--- config.mk ---
export PLATFORM = sky130hd
export DESIGN_NAME = gpio_port
export DESIGN_NICKNAME = d
export VERILOG_FILES = /design/src/rtl/gpio_port_pkg.sv /design/src/rtl/gpio_sync.sv /design/src/rtl/gpio_regs.sv /design/src/rtl/gpio_irq.sv /design/src/rtl/gpio_port.sv
export SDC_FILE = /design/constraint.sdc
export NUM_CORES = 1
export LEC_CHECK = 0
export BUFFER_PORTS_ARGS = -buffer_cell sky130_fd_sc_hd__buf_2
export CORE_ASPECT_RATIO = 0.6
export CORE_MARGIN = 10
export CORE_UTILIZATION = 30
export CTS_BUF_LIST = sky130_fd_sc_hd__clkbuf_16
export CTS_CLUSTER_DIAMETER = 120
export DETAILED_ROUTE_END_ITERATION = 10
export GPL_TIMING_DRIVEN = 0
export RECOVER_POWER = 100
export SYNTH_ARGS = -nofsm -noshare
export SYNTH_HDL_FRONTEND = slang
export SYNTH_HIERARCHICAL = 1
export SYNTH_SLANG_ARGS = --single-unit
--- constraint.sdc ---
create_clock -name clk_i -period 4.51 [get_ports clk_i]
set_input_delay 0.902 -clock clk_i [delete_from_list [all_inputs] [get_ports clk_i]]
set_output_delay 0.902 -clock clk_i [all_outputs]
set_load 0.05 [all_outputs]
--- src/rtl/gpio_port_pkg.sv ---
`timescale 1ns/1ps
package gpio_port_pkg;
  localparam int unsigned ADDR_W     = 4;
  localparam int unsigned SYNC_DEPTH = 3;

  typedef enum logic [ADDR_W-1:0] {
    RA_FUNC = 4'd0,
    RA_DIR  = 4'd1,
    RA_INEN = 4'd2,
    RA_OUT  = 4'd3,
    RA_IN   = 4'd4,
    RA_EDGE = 4'd5,
    RA_POL  = 4'd6,
    RA_MASK = 4'd7,
    RA_STAT = 4'd8
  } reg_addr_e;
endpackage

--- src/rtl/gpio_sync.sv ---
`timescale 1ns/1ps
module gpio_sync #(
  parameter int unsigned W     = 16,
  parameter int unsigned DEPTH = 3
) (
  input  logic         clk_i,
  input  logic         rst_ni,
  input  logic [W-1:0] d_i,
  output logic [W-1:0] q_o
);
  logic [DEPTH-1:0][W-1:0] stg_q;

  always_ff @(posedge clk_i or negedge rst_ni) begin
    if (!rst_ni) stg_q <= '0;
    else         stg_q <= {stg_q[DEPTH-2:0], d_i};
  end

  assign q_o = stg_q[DEPTH-1];
endmodule

--- src/rtl/gpio_regs.sv ---
`timescale 1ns/1ps
module gpio_regs
  import gpio_port_pkg::*;
#(
  parameter int unsigned W = 16
) (
  input  logic              clk_i,
  input  logic              rst_ni,
  input  logic              wr_en_i,
  input  logic [ADDR_W-1:0] addr_i,
  input  logic [W-1:0]      wdata_i,
  output logic [W-1:0]      rdata_o,
  input  logic [W-1:0]      din_i,
  input  logic [W-1:0]      stat_i,
  output logic [W-1:0]      fer_o,
  output logic [W-1:0]      dir_o,
  output logic [W-1:0]      inen_o,
  output logic [W-1:0]      out_o,
  output logic [W-1:0]      edge_o,
  output logic [W-1:0]      pol_o,
  output logic [W-1:0]      mask_o,
  output logic [W-1:0]      clr_o
);
  logic [W-1:0] fer_q, dir_q, inen_q, out_q, edge_q, pol_q, mask_q;

  always_ff @(posedge clk_i or negedge rst_ni) begin
    if (!rst_ni) begin
      fer_q  <= '0;
      dir_q  <= '0;
      inen_q <= '0;
      out_q  <= '0;
      edge_q <= '0;
      pol_q  <= '0;
      mask_q <= '0;
    end else if (wr_en_i) begin
      case (addr_i)
        RA_FUNC: fer_q  <= wdata_i;
        RA_DIR:  dir_q  <= wdata_i;
        RA_INEN: inen_q <= wdata_i;
        RA_OUT:  out_q  <= wdata_i;
        RA_EDGE: edge_q <= wdata_i;
        RA_POL:  pol_q  <= wdata_i;
        RA_MASK: mask_q <= wdata_i;
        default: ;
      endcase
    end
  end

  // write-1-to-clear strobe for status
  assign clr_o = (wr_en_i && addr_i == RA_STAT) ? wdata_i : '0;

  always_comb begin
    case (addr_i)
      RA_FUNC: rdata_o = fer_q;
      RA_DIR:  rdata_o = dir_q;
      RA_INEN: rdata_o = inen_q;
      RA_OUT:  rdata_o = out_q;
      RA_IN:   rdata_o = din_i;
      RA_EDGE: rdata_o = edge_q;
      RA_POL:  rdata_o = pol_q;
      RA_MASK: rdata_o = mask_q;
      RA_STAT: rdata_o = stat_i;
      default: rdata_o = '0;
    endcase
  end

  assign fer_o  = fer_q;
  assign dir_o  = dir_q;
  assign inen_o = inen_q;
  assign out_o  = out_q;
  assign edge_o = edge_q;
  assign pol_o  = pol_q;
  assign mask_o = mask_q;

  AST_READBACK_DIR: assert property (@(posedge clk_i) disable iff (!rst_ni)
    (wr_en_i && addr_i == RA_DIR) |=> (dir_o == $past(wdata_i)));
endmodule

--- src/rtl/gpio_irq.sv ---
`timescale 1ns/1ps
module gpio_irq #(
  parameter int unsigned W = 16
) (
  input  logic         clk_i,
  input  logic         rst_ni,
  input  logic [W-1:0] din_i,
  input  logic [W-1:0] inen_i,
  input  logic [W-1:0] edge_i,
  input  logic [W-1:0] pol_i,
  input  logic [W-1:0] mask_i,
  input  logic [W-1:0] clr_i,
  output logic [W-1:0] stat_o,
  output logic         irq_o
);
  logic [W-1:0] din_d, status_q;
  logic [W-1:0] rise, fall, edge_hit, lvl_hit;
  logic         irq_q;

  assign rise     = din_i & ~din_d;
  assign fall     = ~din_i & din_d;
  // gate with input enable so a disabled pin cannot fire on its forced zero
  assign edge_hit = ((rise & ~pol_i) | (fall & pol_i)) & edge_i & inen_i;
  assign lvl_hit  = (din_i ^ pol_i) & ~edge_i & inen_i;

  always_ff @(posedge clk_i or negedge rst_ni) begin
    if (!rst_ni) begin
      din_d    <= '0;
      status_q <= '0;
      irq_q    <= 1'b0;
    end else begin
      din_d    <= din_i;
      status_q <= (status_q & ~clr_i) | edge_hit;
      irq_q    <= |((status_q | lvl_hit) & mask_i);
    end
  end

  assign stat_o = status_q | lvl_hit;
  assign irq_o  = irq_q;

  AST_STICKY_STATUS: assert property (@(posedge clk_i) disable iff (!rst_ni)
    1'b1 |=> ((status_q & $past(status_q & ~clr_i)) == $past(status_q & ~clr_i)));
  AST_MASKED_QUIET: assert property (@(posedge clk_i) disable iff (!rst_ni)
    (mask_i == '0) |=> !irq_o);
  AST_LEVEL_IRQ: assert property (@(posedge clk_i) disable iff (!rst_ni)
    (|(lvl_hit & mask_i)) |=> irq_o);
endmodule

--- src/rtl/gpio_port.sv ---
`timescale 1ns/1ps
module gpio_port
  import gpio_port_pkg::*;
#(
  parameter int unsigned NPINS = 16
) (
  input  logic              clk_i,
  input  logic              rst_ni,
  input  logic              wr_en_i,
  input  logic [ADDR_W-1:0] addr_i,
  input  logic [NPINS-1:0]  wdata_i,
  output logic [NPINS-1:0]  rdata_o,
  input  logic [NPINS-1:0]  pad_i,
  output logic [NPINS-1:0]  pad_o,
  output logic [NPINS-1:0]  pad_oe_o,
  input  logic [NPINS-1:0]  per_out_i,
  input  logic [NPINS-1:0]  per_oe_i,
  output logic [NPINS-1:0]  per_in_o,
  output logic              irq_o
);
  logic [NPINS-1:0] fer, dir, inen, out_q, edge_sel, pol, mask, clr;
  logic [NPINS-1:0] pin_gated, din_q, stat;

  gpio_regs #(.W(NPINS)) u_regs (
    .clk_i   (clk_i),
    .rst_ni  (rst_ni),
    .wr_en_i (wr_en_i),
    .addr_i  (addr_i),
    .wdata_i (wdata_i),
    .rdata_o (rdata_o),
    .din_i   (din_q),
    .stat_i  (stat),
    .fer_o   (fer),
    .dir_o   (dir),
    .inen_o  (inen),
    .out_o   (out_q),
    .edge_o  (edge_sel),
    .pol_o   (pol),
    .mask_o  (mask),
    .clr_o   (clr)
  );

  assign pin_gated = pad_i & inen;

  gpio_sync #(.W(NPINS), .DEPTH(SYNC_DEPTH)) u_sync (
    .clk_i  (clk_i),
    .rst_ni (rst_ni),
    .d_i    (pin_gated),
    .q_o    (din_q)
  );

  gpio_irq #(.W(NPINS)) u_irq (
    .clk_i  (clk_i),
    .rst_ni (rst_ni),
    .din_i  (din_q),
    .inen_i (inen),
    .edge_i (edge_sel),
    .pol_i  (pol),
    .mask_i (mask),
    .clr_i  (clr),
    .stat_o (stat),
    .irq_o  (irq_o)
  );

  for (genvar g = 0; g < NPINS; g++) begin : g_pin
    assign pad_o[g]    = fer[g] ? per_out_i[g] : out_q[g];
    assign pad_oe_o[g] = fer[g] ? per_oe_i[g]  : dir[g];
    assign per_in_o[g] = fer[g] & pad_i[g];
  end

  // edges seen since reset, saturating; qualifies the latency check
  logic [1:0] vld_cnt;
  always_ff @(posedge clk_i or negedge rst_ni) begin
    if (!rst_ni)             vld_cnt <= 2'd0;
    else if (vld_cnt != 2'd3) vld_cnt <= vld_cnt + 2'd1;
  end

  AST_IN_LATENCY: assert property (@(posedge clk_i) disable iff (!rst_ni)
    (vld_cnt == 2'd3) |-> (din_q == $past(pad_i & inen, 3)));
  AST_OUT_FOLLOW: assert property (@(posedge clk_i) disable iff (!rst_ni)
    (wr_en_i && addr_i == RA_OUT) |=> (((pad_o ^ $past(wdata_i)) & ~fer) == '0));
endmodule

==> out/summary.txt <==
outcome -> finished with violations
failing checks -> capacitance limit, slew limit
crit end category -> output pin
crit path DAT -> 3290 ps
post-synthesis mux area share -> 21.04%
crit-path cells -> buf_2 -> nor3_1 -> and2_1 -> clkbuf_1 -> clkbuf_1 -> a32oi_1 -> o211ai_1 -> buf_2
nets -> 998
Unique masters post-synth -> 52
Mapped Area -> 9603 sq um
fmax -> 0.2386 GHz
Final Power -> 5712 uW
Mapped Nets -> 846
fin crit period -> 4190 ps
share of layout cells above drive strength 1 -> 26.94%
Worst-Skew Late Latency -> 450 ps
Power per Cell Area -> 513.6 nW/um^2
Synth area leaders -> dfrtp_1, mux2_2, mux2_1
postcts setup bufs -> 0
Detailed Routing Iterations Pass 1 -> 5
post_cts resized -> 0
CTS clock-pin slew for the worst setup and hold paths -> 70 ps
DP Wirelength -> 22190 microns
xor and xnor area share after synthesis -> 1.459%
Slew @ Worst Pin -> 2086 ps
RePlAce Congestion -> 0.9157
Yosys top cell area share -> 50.29%
Setup TNS -> 0 ps
Max Clock Skew -> 9.793 ps
type of the worst min-delay path -> flip-flop to flip-flop
Gate Count Post-Synth -> 775
DR vias/cell -> 5.050
Die Ht -> 158.6 microns
Post-Synth Adder-Cell Area -> 0%
Post-synth EDFFs -> 0
core area -> 31340 sq um
gr usage total -> 15.24%
GRT overflow -> 0
Synth Register Bits -> 193
fin. max-slew vios -> 82
htree depth -> 4
Clock Sinks -> 193
Area growth syn-to-layout -> 15.80%
most common library cells after synthesis -> dfrtp_1, mux2_2, mux2_1, o21ai_0, a22oi_1
Die Area -> 39800 sq um
Post-Route WL -> 30000 microns
Die Span X -> 251.0 microns
antenna violations before repair -> 2
critical path type -> primary input to output pin
WP data required -> 3610 ps
clock buffer depth -> 2
DP Area -> 10820 sq um
I/O pins -> 136
num rows -> 50
Syn Area/Cell -> 12.39 sq um
CP max FO -> 10
port bufs -> 132
Max rail drop VDD -> 0.2825 mV
Yosys warning count -> 6
Starting DRT DRC Count -> 681
DR WL/cell -> 22.11 microns
ys async rst share -> 100.0%
Worst slew margin -> -39.10%
sequential fraction of the synthesis area -> 50.29%
final instance area -> 11120 sq um
Crit-path slowest cell -> clkbuf_1
vias -> 6853
Final Hold Viols -> 0
area fraction in and, or, nand and nor cells after synthesis -> 13.46%
Setup violations, final -> 0
RSZ-0062 raised after global routing -> false
first-pass GRT wire length -> 45350 microns
Synth area leader -> dfrtp_1
most numerous cell in the Yosys netlist -> dfrtp_1
detailed-route DRC error count -> 0
initial core utilization -> 30.64%
vias in the first global route -> 7062
CTS tree -> done
root buffer cell -> clkbuf_16
largest family of logic cells by synthesized area -> multiplexers
top_reg_cell synth -> dfrtp_1
Startpoint Class -> primary input
Max Cap Viol -> 1
delay of the slowest critical-path stage -> 530 ps
Synth Area in Compound Gates -> 9.173%
P_leak -> 0.004945 uW
# hold bufs at CTS -> 0
CTS buffer count -> 17
post-route clock period utilization -> 92.91%
largest net degree at the start of global routing -> 113
ANT nets after route -> 0
[logic make-up (layout without fill, tap and decap cells)]
| group | count (synthesis) | after routing |
|---|---|---|
| buffers and inverters | 65 | 229 |
| AO/OA/AOI/OAI | 125 | 125 |
| other | 0 | 2 |
| XOR/XNOR | 16 | 16 |
| AND/OR/NAND/NOR | 201 | 201 |
| multiplexers | 175 | 175 |
| flip-flops | 193 | 193 |
[layout make-up]
type	instances	area, sq um
sequential	193	4830
clock buffer	17	425.4
buffer	45	222.7
timing repair buffer	133	613.1
clock inverter	14	188.9
inverter	20	75.07
antenna	2	5.005
multi-input combinational	517	4240
tap	416	520.5
fill	3156	20220
[state kept, by name, summed over array words and instances, names as in the netlist]
signal / cells
u_irq/din_d: 16
u_regs/out_o: 16
u_regs/inen_o: 16
u_regs/dir_o: 16
u_irq/irq_o: 1
u_regs/pol_o: 16
u_regs/fer_o: 16
u_sync/q_o: 16
u_regs/edge_o: 16
u_sync/stg_q: 32
u_regs/mask_o: 16
u_irq/status_q: 16
[path summary, 6_finish.rpt]
check / from / end / slack (ps) / cells past startpoint
worst max-delay path: addr_i[0] / rdata_o[8] / 320 / 8
worst min-delay path: u_sync/stg_q[20]$_DFF_PN0_ / u_sync/q_o[4]$_DFF_PN0_ / 330 / 0
worst max register to register: u_sync/q_o[5]$_DFF_PN0_ / u_irq/irq_o$_DFF_PN0_ / 2770 / 5
worst min register to register: u_sync/stg_q[20]$_DFF_PN0_ / u_sync/q_o[4]$_DFF_PN0_ / 330 / 0
max in group asynchronous: rst_ni / u_regs/out_o[4]$_DFFE_PN0P_ / 2070 / 2
min in group asynchronous: rst_ni / u_regs/pol_o[5]$_DFFE_PN0P_ / 1050 / 1
[report_power, final]
group / internal (uW) / switching, uW
Clock: 923 / 682
Combinational: 594 / 984
Sequential: 2110 / 420
[worst max-delay path: cells and delay by family]
kind | cells | cell delay (ps)
simple gates | 2 | 610
buf+inv | 4 | 1440
compound gates | 2 | 330
[routing by layer]
metal / vias to the layer above / part of all wire [%] / track usage (%)
met5: - / 0 / 0
met4: 0 / 1.8 / 4.914
met3: 34 / 8.2 / 4.919
met2: 238 / 42 / 21.56
met1: 3463 / 48 / 21.41
li1: 3118 / - / -
[per-stage QoR]
step / util [%] / instances / setup slack (ps) / hold slack [ps]
2_1_floorplan: - / 775 / 1028 / 331.2
3_3_place_gp: 34.41 / 1323 / -705.7 / 331.2
3_5_place_dp: 34.53 / 1324 / 764.4 / 334.7
4_1_cts: 36.49 / 1355 / 761.2 / 336.2
5_1_grt: 35.48 / 1357 / 277.3 / 337.6
6_report: 35.48 / 1357 / 319.7 / 334.6
[cell usage in the layout, fill, tap and decap left out, types with 19 or more instances in the layout]
master / synthesis / final
a22o_1: 19 / 19
a22oi_1: 30 / 30
buf_2: 7 / 74
clkbuf_1: 5 / 94
dfrtp_1: 193 / 193
inv_1: 20 / 21
mux2_1: 34 / 46
mux2_2: 109 / 109
nand2_1: 26 / 30
nand3b_1: 27 / 27
o21ai_0: 32 / 32
No activity file was read; power rests on OpenSTA's default activity.
